`config.mk`:
```
export PLATFORM = sky130hd
export DESIGN_NAME = fpr_tagfile
export DESIGN_NICKNAME = d
export VERILOG_FILES = /design/src/rtl/fpr_pkg.sv /design/src/rtl/fpr_rd_view.sv /design/src/rtl/fpr_wr_plan.sv /design/src/rtl/fpr_tagfile.sv
export SDC_FILE = /design/constraint.sdc
export NUM_CORES = 2
export LEC_CHECK = 0
export ABC_AREA = 0
export BUFFER_PORTS_ARGS = -buffer_cell sky130_fd_sc_hd__buf_2
export CORE_UTILIZATION = 30
export DETAILED_ROUTE_END_ITERATION = 6
export PLACE_DENSITY_LB_ADDON = 0.3
export SETUP_SLACK_MARGIN = 0.15
export SKIP_LAST_GASP = 1
export SLEW_MARGIN = 30
export SYNTH_ARGS = -nofsm -noshare
export SYNTH_HDL_FRONTEND = slang
export SYNTH_HIERARCHICAL = 1
export SYNTH_SLANG_ARGS = --single-unit
```
`constraint.sdc`:
```
create_clock -name clk -period 5.85 [get_ports clk]
set_input_delay 0.585 -clock clk [delete_from_list [all_inputs] [get_ports clk]]
set_output_delay 0.585 -clock clk [all_outputs]
set_load 0.01 [all_outputs]
```
`src/rtl/fpr_pkg.sv`:
```
package fpr_pkg;
  localparam int HALF_W = 32;
  localparam int FULL_W = 2 * HALF_W;
  localparam int FMT_W  = 3;

  // request format codes
  localparam logic [FMT_W-1:0] FMT_RAW   = 3'd0;
  localparam logic [FMT_W-1:0] FMT_SGL   = 3'd1;
  localparam logic [FMT_W-1:0] FMT_WRD   = 3'd2;
  localparam logic [FMT_W-1:0] FMT_DBL   = 3'd3;
  localparam logic [FMT_W-1:0] FMT_LNG   = 3'd4;
  localparam logic [FMT_W-1:0] FMT_RAW32 = 3'd5;

  // stored tag values (concrete ones match the request codes)
  localparam logic [FMT_W-1:0] TAG_RAW = 3'd0;
  localparam logic [FMT_W-1:0] TAG_UNK = 3'd5;

  localparam logic [HALF_W-1:0] HI_FILL = 32'hDEADC0DE;

  function automatic logic is_wide(input logic [FMT_W-1:0] f);
    return (f == FMT_RAW) || (f == FMT_DBL) || (f == FMT_LNG);
  endfunction

  function automatic logic [FULL_W-1:0] qnan_of(input logic [FMT_W-1:0] f);
    case (f)
      FMT_SGL: qnan_of = 64'h0000_0000_7FBF_FFFF;
      FMT_WRD: qnan_of = 64'h0000_0000_7FFF_FFFF;
      FMT_DBL: qnan_of = 64'h7FF7_FFFF_FFFF_FFFF;
      FMT_LNG: qnan_of = 64'h7FFF_FFFF_FFFF_FFFF;
      default: qnan_of = '0;
    endcase
  endfunction
endpackage

```
`src/rtl/fpr_rd_view.sv`:
```
module fpr_rd_view
  import fpr_pkg::*;
(
  input  logic              mode64,
  input  logic [FMT_W-1:0]  fmt,
  input  logic              odd,
  input  logic [FMT_W-1:0]  tag,
  input  logic [HALF_W-1:0] lo,
  input  logic [HALF_W-1:0] lo_pair,
  input  logic [HALF_W-1:0] hi,
  output logic [FULL_W-1:0] data,
  output logic              exc,
  output logic              fault,
  output logic              tag_we,
  output logic [FMT_W-1:0]  tag_nx
);
  logic [FMT_W-1:0] eff;
  logic             wide;
  logic             poison;

  always_comb begin
    data   = '0;
    exc    = 1'b0;
    fault  = 1'b0;
    tag_we = 1'b0;
    tag_nx = tag;
    poison = 1'b0;
    eff    = (fmt == FMT_RAW) ? tag : fmt;
    wide   = is_wide(eff);
    if (fmt > FMT_LNG) begin
      fault  = 1'b1;
      tag_we = 1'b1;
      tag_nx = TAG_UNK;
    end else if (eff == TAG_UNK) begin
      fault = 1'b1;
    end else if (!mode64 && wide && odd) begin
      exc = 1'b1;
    end else begin
      if (tag == TAG_RAW) begin
        if (eff != TAG_RAW) begin
          tag_we = 1'b1;
          tag_nx = eff;
        end
      end else if (eff != tag) begin
        poison = 1'b1;
        tag_we = 1'b1;
        tag_nx = TAG_UNK;
      end
      if (poison)      data = qnan_of(eff);
      else if (!wide)  data = {{HALF_W{1'b0}}, lo};
      else if (mode64) data = {hi, lo};
      else             data = {lo_pair, lo};
    end
  end
endmodule

```
`src/rtl/fpr_wr_plan.sv`:
```
module fpr_wr_plan
  import fpr_pkg::*;
(
  input  logic              mode64,
  input  logic [FMT_W-1:0]  fmt,
  input  logic              odd,
  input  logic [FULL_W-1:0] data,
  output logic              lo_we,
  output logic [HALF_W-1:0] lo_val,
  output logic              hi_we,
  output logic [HALF_W-1:0] hi_val,
  output logic              pair_we,
  output logic [HALF_W-1:0] pair_val,
  output logic              tag_we,
  output logic [FMT_W-1:0]  tag_nx,
  output logic              tag2_we,
  output logic [FMT_W-1:0]  tag2_nx,
  output logic              exc,
  output logic              fault
);
  logic             narrow;
  logic [FMT_W-1:0] ftag;

  always_comb begin
    lo_we    = 1'b0;
    hi_we    = 1'b0;
    pair_we  = 1'b0;
    tag_we   = 1'b0;
    tag2_we  = 1'b0;
    exc      = 1'b0;
    fault    = 1'b0;
    tag_nx   = TAG_UNK;
    tag2_nx  = TAG_UNK;
    lo_val   = data[HALF_W-1:0];
    pair_val = data[FULL_W-1:HALF_W];
    hi_val   = data[FULL_W-1:HALF_W];
    narrow   = (fmt == FMT_SGL) || (fmt == FMT_WRD) || (fmt == FMT_RAW32);
    ftag     = (fmt == FMT_RAW32) ? TAG_RAW : fmt;
    if (fmt > FMT_RAW32) begin
      fault  = 1'b1;
      tag_we = 1'b1;
    end else if (mode64) begin
      lo_we  = 1'b1;
      hi_we  = 1'b1;
      hi_val = narrow ? HI_FILL : data[FULL_W-1:HALF_W];
      tag_we = 1'b1;
      tag_nx = ftag;
    end else if (narrow) begin
      lo_we  = 1'b1;
      tag_we = 1'b1;
      tag_nx = ftag;
    end else if (!odd) begin
      lo_we   = 1'b1;
      pair_we = 1'b1;
      tag_we  = 1'b1;
      tag_nx  = ftag;
      tag2_we = 1'b1;
      tag2_nx = ftag;
    end else begin
      exc     = 1'b1;
      tag_we  = 1'b1;
      tag2_we = 1'b1;
    end
  end
endmodule

```
`src/rtl/fpr_tagfile.sv`:
```
module fpr_tagfile
  import fpr_pkg::*;
#(
  parameter  int NREG = 32,
  localparam int AW   = $clog2(NREG)
) (
  input  logic              clk,
  input  logic              rst,
  input  logic              mode64,
  input  logic              rd_en,
  input  logic [AW-1:0]     rd_idx,
  input  logic [FMT_W-1:0]  rd_fmt,
  output logic              rd_valid,
  output logic [FULL_W-1:0] rd_data,
  input  logic              wr_en,
  input  logic [AW-1:0]     wr_idx,
  input  logic [FMT_W-1:0]  wr_fmt,
  input  logic [FULL_W-1:0] wr_data,
  output logic              exc_ri,
  output logic              fmt_fault
);
  logic [HALF_W-1:0] lo_q  [NREG];
  logic [HALF_W-1:0] hi_q  [NREG];
  logic [FMT_W-1:0]  tag_q [NREG];

  logic [AW-1:0]     rd_pidx;
  logic [AW:0]       wr_nxt;
  logic [NREG-1:0]   w_hit, w2_hit, r_hit;

  logic [FULL_W-1:0] r_data;
  logic              r_exc, r_fault, r_tag_we;
  logic [FMT_W-1:0]  r_tag;

  logic              w_lo_we, w_hi_we, w_pair_we, w_tag_we, w_tag2_we, w_exc, w_fault;
  logic [HALF_W-1:0] w_lo, w_hi, w_pair;
  logic [FMT_W-1:0]  w_tag, w_tag2;

  assign rd_pidx = {rd_idx[AW-1:1], 1'b1};
  assign wr_nxt  = {1'b0, wr_idx} + 1'b1;

  for (genvar gi = 0; gi < NREG; gi++) begin : g_hit
    assign w_hit[gi]  = wr_en && (wr_idx == AW'(gi));
    assign w2_hit[gi] = wr_en && (wr_nxt == (AW+1)'(gi));
    assign r_hit[gi]  = rd_en && (rd_idx == AW'(gi));
  end

  fpr_rd_view i_rd (
    .mode64 (mode64),
    .fmt    (rd_fmt),
    .odd    (rd_idx[0]),
    .tag    (tag_q[rd_idx]),
    .lo     (lo_q[rd_idx]),
    .lo_pair(lo_q[rd_pidx]),
    .hi     (hi_q[rd_idx]),
    .data   (r_data),
    .exc    (r_exc),
    .fault  (r_fault),
    .tag_we (r_tag_we),
    .tag_nx (r_tag)
  );

  fpr_wr_plan i_wr (
    .mode64  (mode64),
    .fmt     (wr_fmt),
    .odd     (wr_idx[0]),
    .data    (wr_data),
    .lo_we   (w_lo_we),
    .lo_val  (w_lo),
    .hi_we   (w_hi_we),
    .hi_val  (w_hi),
    .pair_we (w_pair_we),
    .pair_val(w_pair),
    .tag_we  (w_tag_we),
    .tag_nx  (w_tag),
    .tag2_we (w_tag2_we),
    .tag2_nx (w_tag2),
    .exc     (w_exc),
    .fault   (w_fault)
  );

  // storage and tags: write port wins over read-side tag updates
  always_ff @(posedge clk) begin
    if (rst) begin
      for (int i = 0; i < NREG; i++) begin
        tag_q[i] <= TAG_RAW;
        lo_q[i]  <= '0;
        hi_q[i]  <= '0;
      end
    end else begin
      for (int i = 0; i < NREG; i++) begin
        if (w_hit[i] && w_tag_we)        tag_q[i] <= w_tag;
        else if (w2_hit[i] && w_tag2_we) tag_q[i] <= w_tag2;
        else if (r_hit[i] && r_tag_we)   tag_q[i] <= r_tag;
        if (w_hit[i] && w_lo_we)         lo_q[i]  <= w_lo;
        else if (w2_hit[i] && w_pair_we) lo_q[i]  <= w_pair;
        if (w_hit[i] && w_hi_we)         hi_q[i]  <= w_hi;
      end
    end
  end

  // registered outputs
  always_ff @(posedge clk) begin
    if (rst) begin
      rd_valid  <= 1'b0;
      rd_data   <= '0;
      exc_ri    <= 1'b0;
      fmt_fault <= 1'b0;
    end else begin
      rd_valid  <= rd_en;
      if (rd_en) rd_data <= r_data;
      exc_ri    <= (rd_en && r_exc) || (wr_en && w_exc);
      fmt_fault <= (rd_en && r_fault) || (wr_en && w_fault);
    end
  end
endmodule

```
==> reports/metrics.yaml <==
status: "complete, no violations"
antenna_found_initial: 55
synth_compound_area_share_pct: 11.75
cts_tree: "built"
r2r_slack_ns: 0.85
syn_to_final_growth_pct: 12.30
ys_types: 87
die_y_um: 605.3
dieWidth_um: 605.3
start_kind: "register"
finalSetupTns_ns: 0
postPlaceCellArea_um2: 115400
layout-drive-gt1-share_pct: 19.70
p_clk_share_pct: 38.4
ys.flop_type: "edfxtp_1"
p_leak_nw: 40.14
place.gp.congestion: 0.9281
rr_worst_depth: 13
core-area_um2: 362200
ir_worst_vdd_mv: 0.2537
r2r_end: "tag_q[28][1]"
clock_skew_ns: 0.1258
finalHoldViolCount: 0
drc: 0
cts_setup_buffers: 0
first_pass_iters: 6
routedWlPerCell_um: 33.95
ctsHoldBuffers: 0
fin_crit_ns: 4.998
nets: 7903
max_freq_mhz: 200.1
numCtsBuffers: 234
pwr-share-seq_pct: 49.9
dr_total_vias: 77183
holdPathStages: 2
cts.repair.resized: 0
ys_seq_area_share_pct: 60.19
synth-simple-area-share_pct: 6.876
maxCapViolCount: 0
synthAdderAreaFrac_pct: 0.02292
postSynthCellCount: 8108
cp.arrival_ns: 5.67
die_area_um2: 366400
start_util_pct: 30.14
track_usage_pct: 23.10
endpoint_kind: "register"
drt_iter0_drc: 11208
synthXorXnorAreaFrac_pct: 0.01604
ys_seq_elements: 2211
crit_path_end: "tag_q[28][1]"
syn_nets: 8195
netSwitchingPower_mw: 9.748
hp-class: "in2reg"
crit_type: "reg2reg"
grt_max_degree: 115
antenna_left: 0
htreeDepth: 4
synth_async_sr_flop_share_pct: 0
grt_pass1_vias: 74508
synth_top_family_by_area: "multiplexers"
grt_overflow_total: 0
wl_um: 435100
clockRootBuffer: "clkbuf_16"
worstMarginPinSlew_ns: 1.101
ys_warn_count: 6
clk-insertion-delay-late_ns: 0.96
cp_max_fo: 9
slew_headroom_pct: 26.59
dp_hpwl_um: 248500
synthMuxAreaShare_pct: 17.11
cts_buffer_depth: 4
port_buffers: 151
grt_pass1_wl_um: 597800
synth_edf_count: 2144
finalMaxSlewViolations: 0
clkTransAtPathRegs_ns: 0.06
switching_share_pct: 25.72
power.density_nw_per_um2: 309.1
syn_area_um2: 109200
setup_viol_count_final: 0
min_period_over_period_pct: 85.44
critPathLaunch: "tag_q[15][1]"
detail_route.vias_per_cell: 6.021
final_cell_area_um2: 122600
avgSynthCellArea_um2: 13.47
cp.required_ns: 6.52
rows: 221
pwr-share-comb_pct: 11.7
internal_power_mw: 28.15
rsz0062_at_grt: "no"
reg2reg_from: "tag_q[15][1]"
boundaryPins: 152
cts.sinks: 2211
-- how the worst min path moves through the flow --
stage / slack [ns] / to / from
after floorplan: 0.53 / rd_data[10] / rd_data[10]
after global placement: 0.47 / rd_data[0] / rd_data[0]
after detailed placement: 0.48 / rd_data[42] / rd_data[42]
after CTS: 0.09 / rd_data[7] / rst
after global routing: 0.12 / rd_data[33] / rst
final: 0.12 / rd_data[36] / rst
-- critical path: stages, from the launching register on --
cell and delay [ns]:
edfxtp_1 0.42, mux4_2 0.48, mux2_2 0.32, a211oi_1 0.23, a31oi_1 0.10, and3b_1 0.24
or4_4 0.50, a32oi_1 0.38, o21a_1 0.22, o2bb2ai_1 0.24, nand4b_1 0.54, nor3_1 0.65
a221oi_1 0.20, a311oi_1 0.29
-- metal layers --
layer  track usage, %  wire [µm]  vias up
met2            36.90     200400     5396
li1                 -          -    30906
met4            13.97      30590       14
met3            4.129      44830     1313
met5                0         95        -
met1            29.25     159200    39554
-- power by group through the flow --
stage               Sequential (mW)  Clock (mW)  Combinational, mW
floorplan                      19.1           0               2.68
global placement               19.2           0               4.31
detailed placement             19.2           0               4.37
CTS                            18.9        14.7               4.38
global route                   19.0        15.2               4.59
finish                         18.9        14.6               4.45
-- area by class of cell --
cell class	instances	area [µm²]
timing repair buffer	449	3656
antenna	26	65.06
fill	34979	239600
tap	4794	5998
clock buffer	286	6146
sequential	2211	65720
multi-input combinational	4874	39810
clock inverter	132	1046
inverter	46	177.7
-- sequential cells by signal (all words and copies together) (netlist names) --
register,count
exc_ri,1
rd_data,64
hi_q,1024
tag_q,96
rd_valid,1
fmt_fault,1
lo_q,1024
-- cells in the final DEF (no fill, tap or decap), drive strengths merged, types with 52 or more instances in the layout --
| cell type | instances |
|---|---|
| o21a | 62 |
| a22o | 289 |
| o211ai | 79 |
| inv | 52 |
| clkinv | 103 |
| mux2i | 472 |
| edfxtp | 2144 |
| o22ai | 239 |
| buf | 448 |
| dfxtp | 67 |
| a221oi | 109 |
| nor3 | 54 |
| a211oi | 61 |
| mux4 | 589 |
| mux2 | 62 |
| nor2 | 796 |
| nand2 | 741 |
| clkbuf | 287 |
| o21ai | 862 |
-- synthesized netlist by cell type, types with 62 or more instances --
cell type     n  share of area [%]
edfxtp_1   2144                 59
o21ai_0     816                3.7
nor2_1      796                2.7
nand2_1     741                2.5
clkbuf_1    675                2.3
mux4_2      589                 12
mux2i_1     472                4.3
a22o_1      289                2.3
o22ai_1     239                1.4
buf_2       146               0.67
a221oi_1    109               0.87
buf_4        87               0.60
o211ai_1     78               0.54
dfxtp_1      67                1.2
buf_1        63               0.22
mux2_2       62               0.64
o21a_1       62               0.43
-- cells by family (layout without fill, tap and decap cells) --
| group | Yosys count | in the layout |
|---|---|---|
| multiplexers | 1123 | 1123 |
| flip-flops | 2211 | 2211 |
| AO/OA/AOI/OAI | 1954 | 1954 |
| AND/OR/NAND/NOR | 1792 | 1792 |
| adder cells (fa/ha/maj) | 2 | 2 |
| buffers and inverters | 1023 | 913 |
| XOR/XNOR | 2 | 2 |
| other | 1 | 27 |
-- stage by stage --
stage	hold slack (ns)	setup slack (ns)	power (mW)	util, %	cells
after CTS	0.09343	0.9155	37.93	33.83	12792
after global placement	0.4730	0.2111	23.48	31.78	12364
after floorplan	0.5313	0.8728	21.75	-	8108
after detailed placement	0.4816	0.1602	23.60	31.84	12374
final	0.1160	0.8516	37.90	33.85	12818
after global routing	0.1203	0.5881	38.77	33.85	12808
Note: power is estimated with default switching activity, not from simulation.
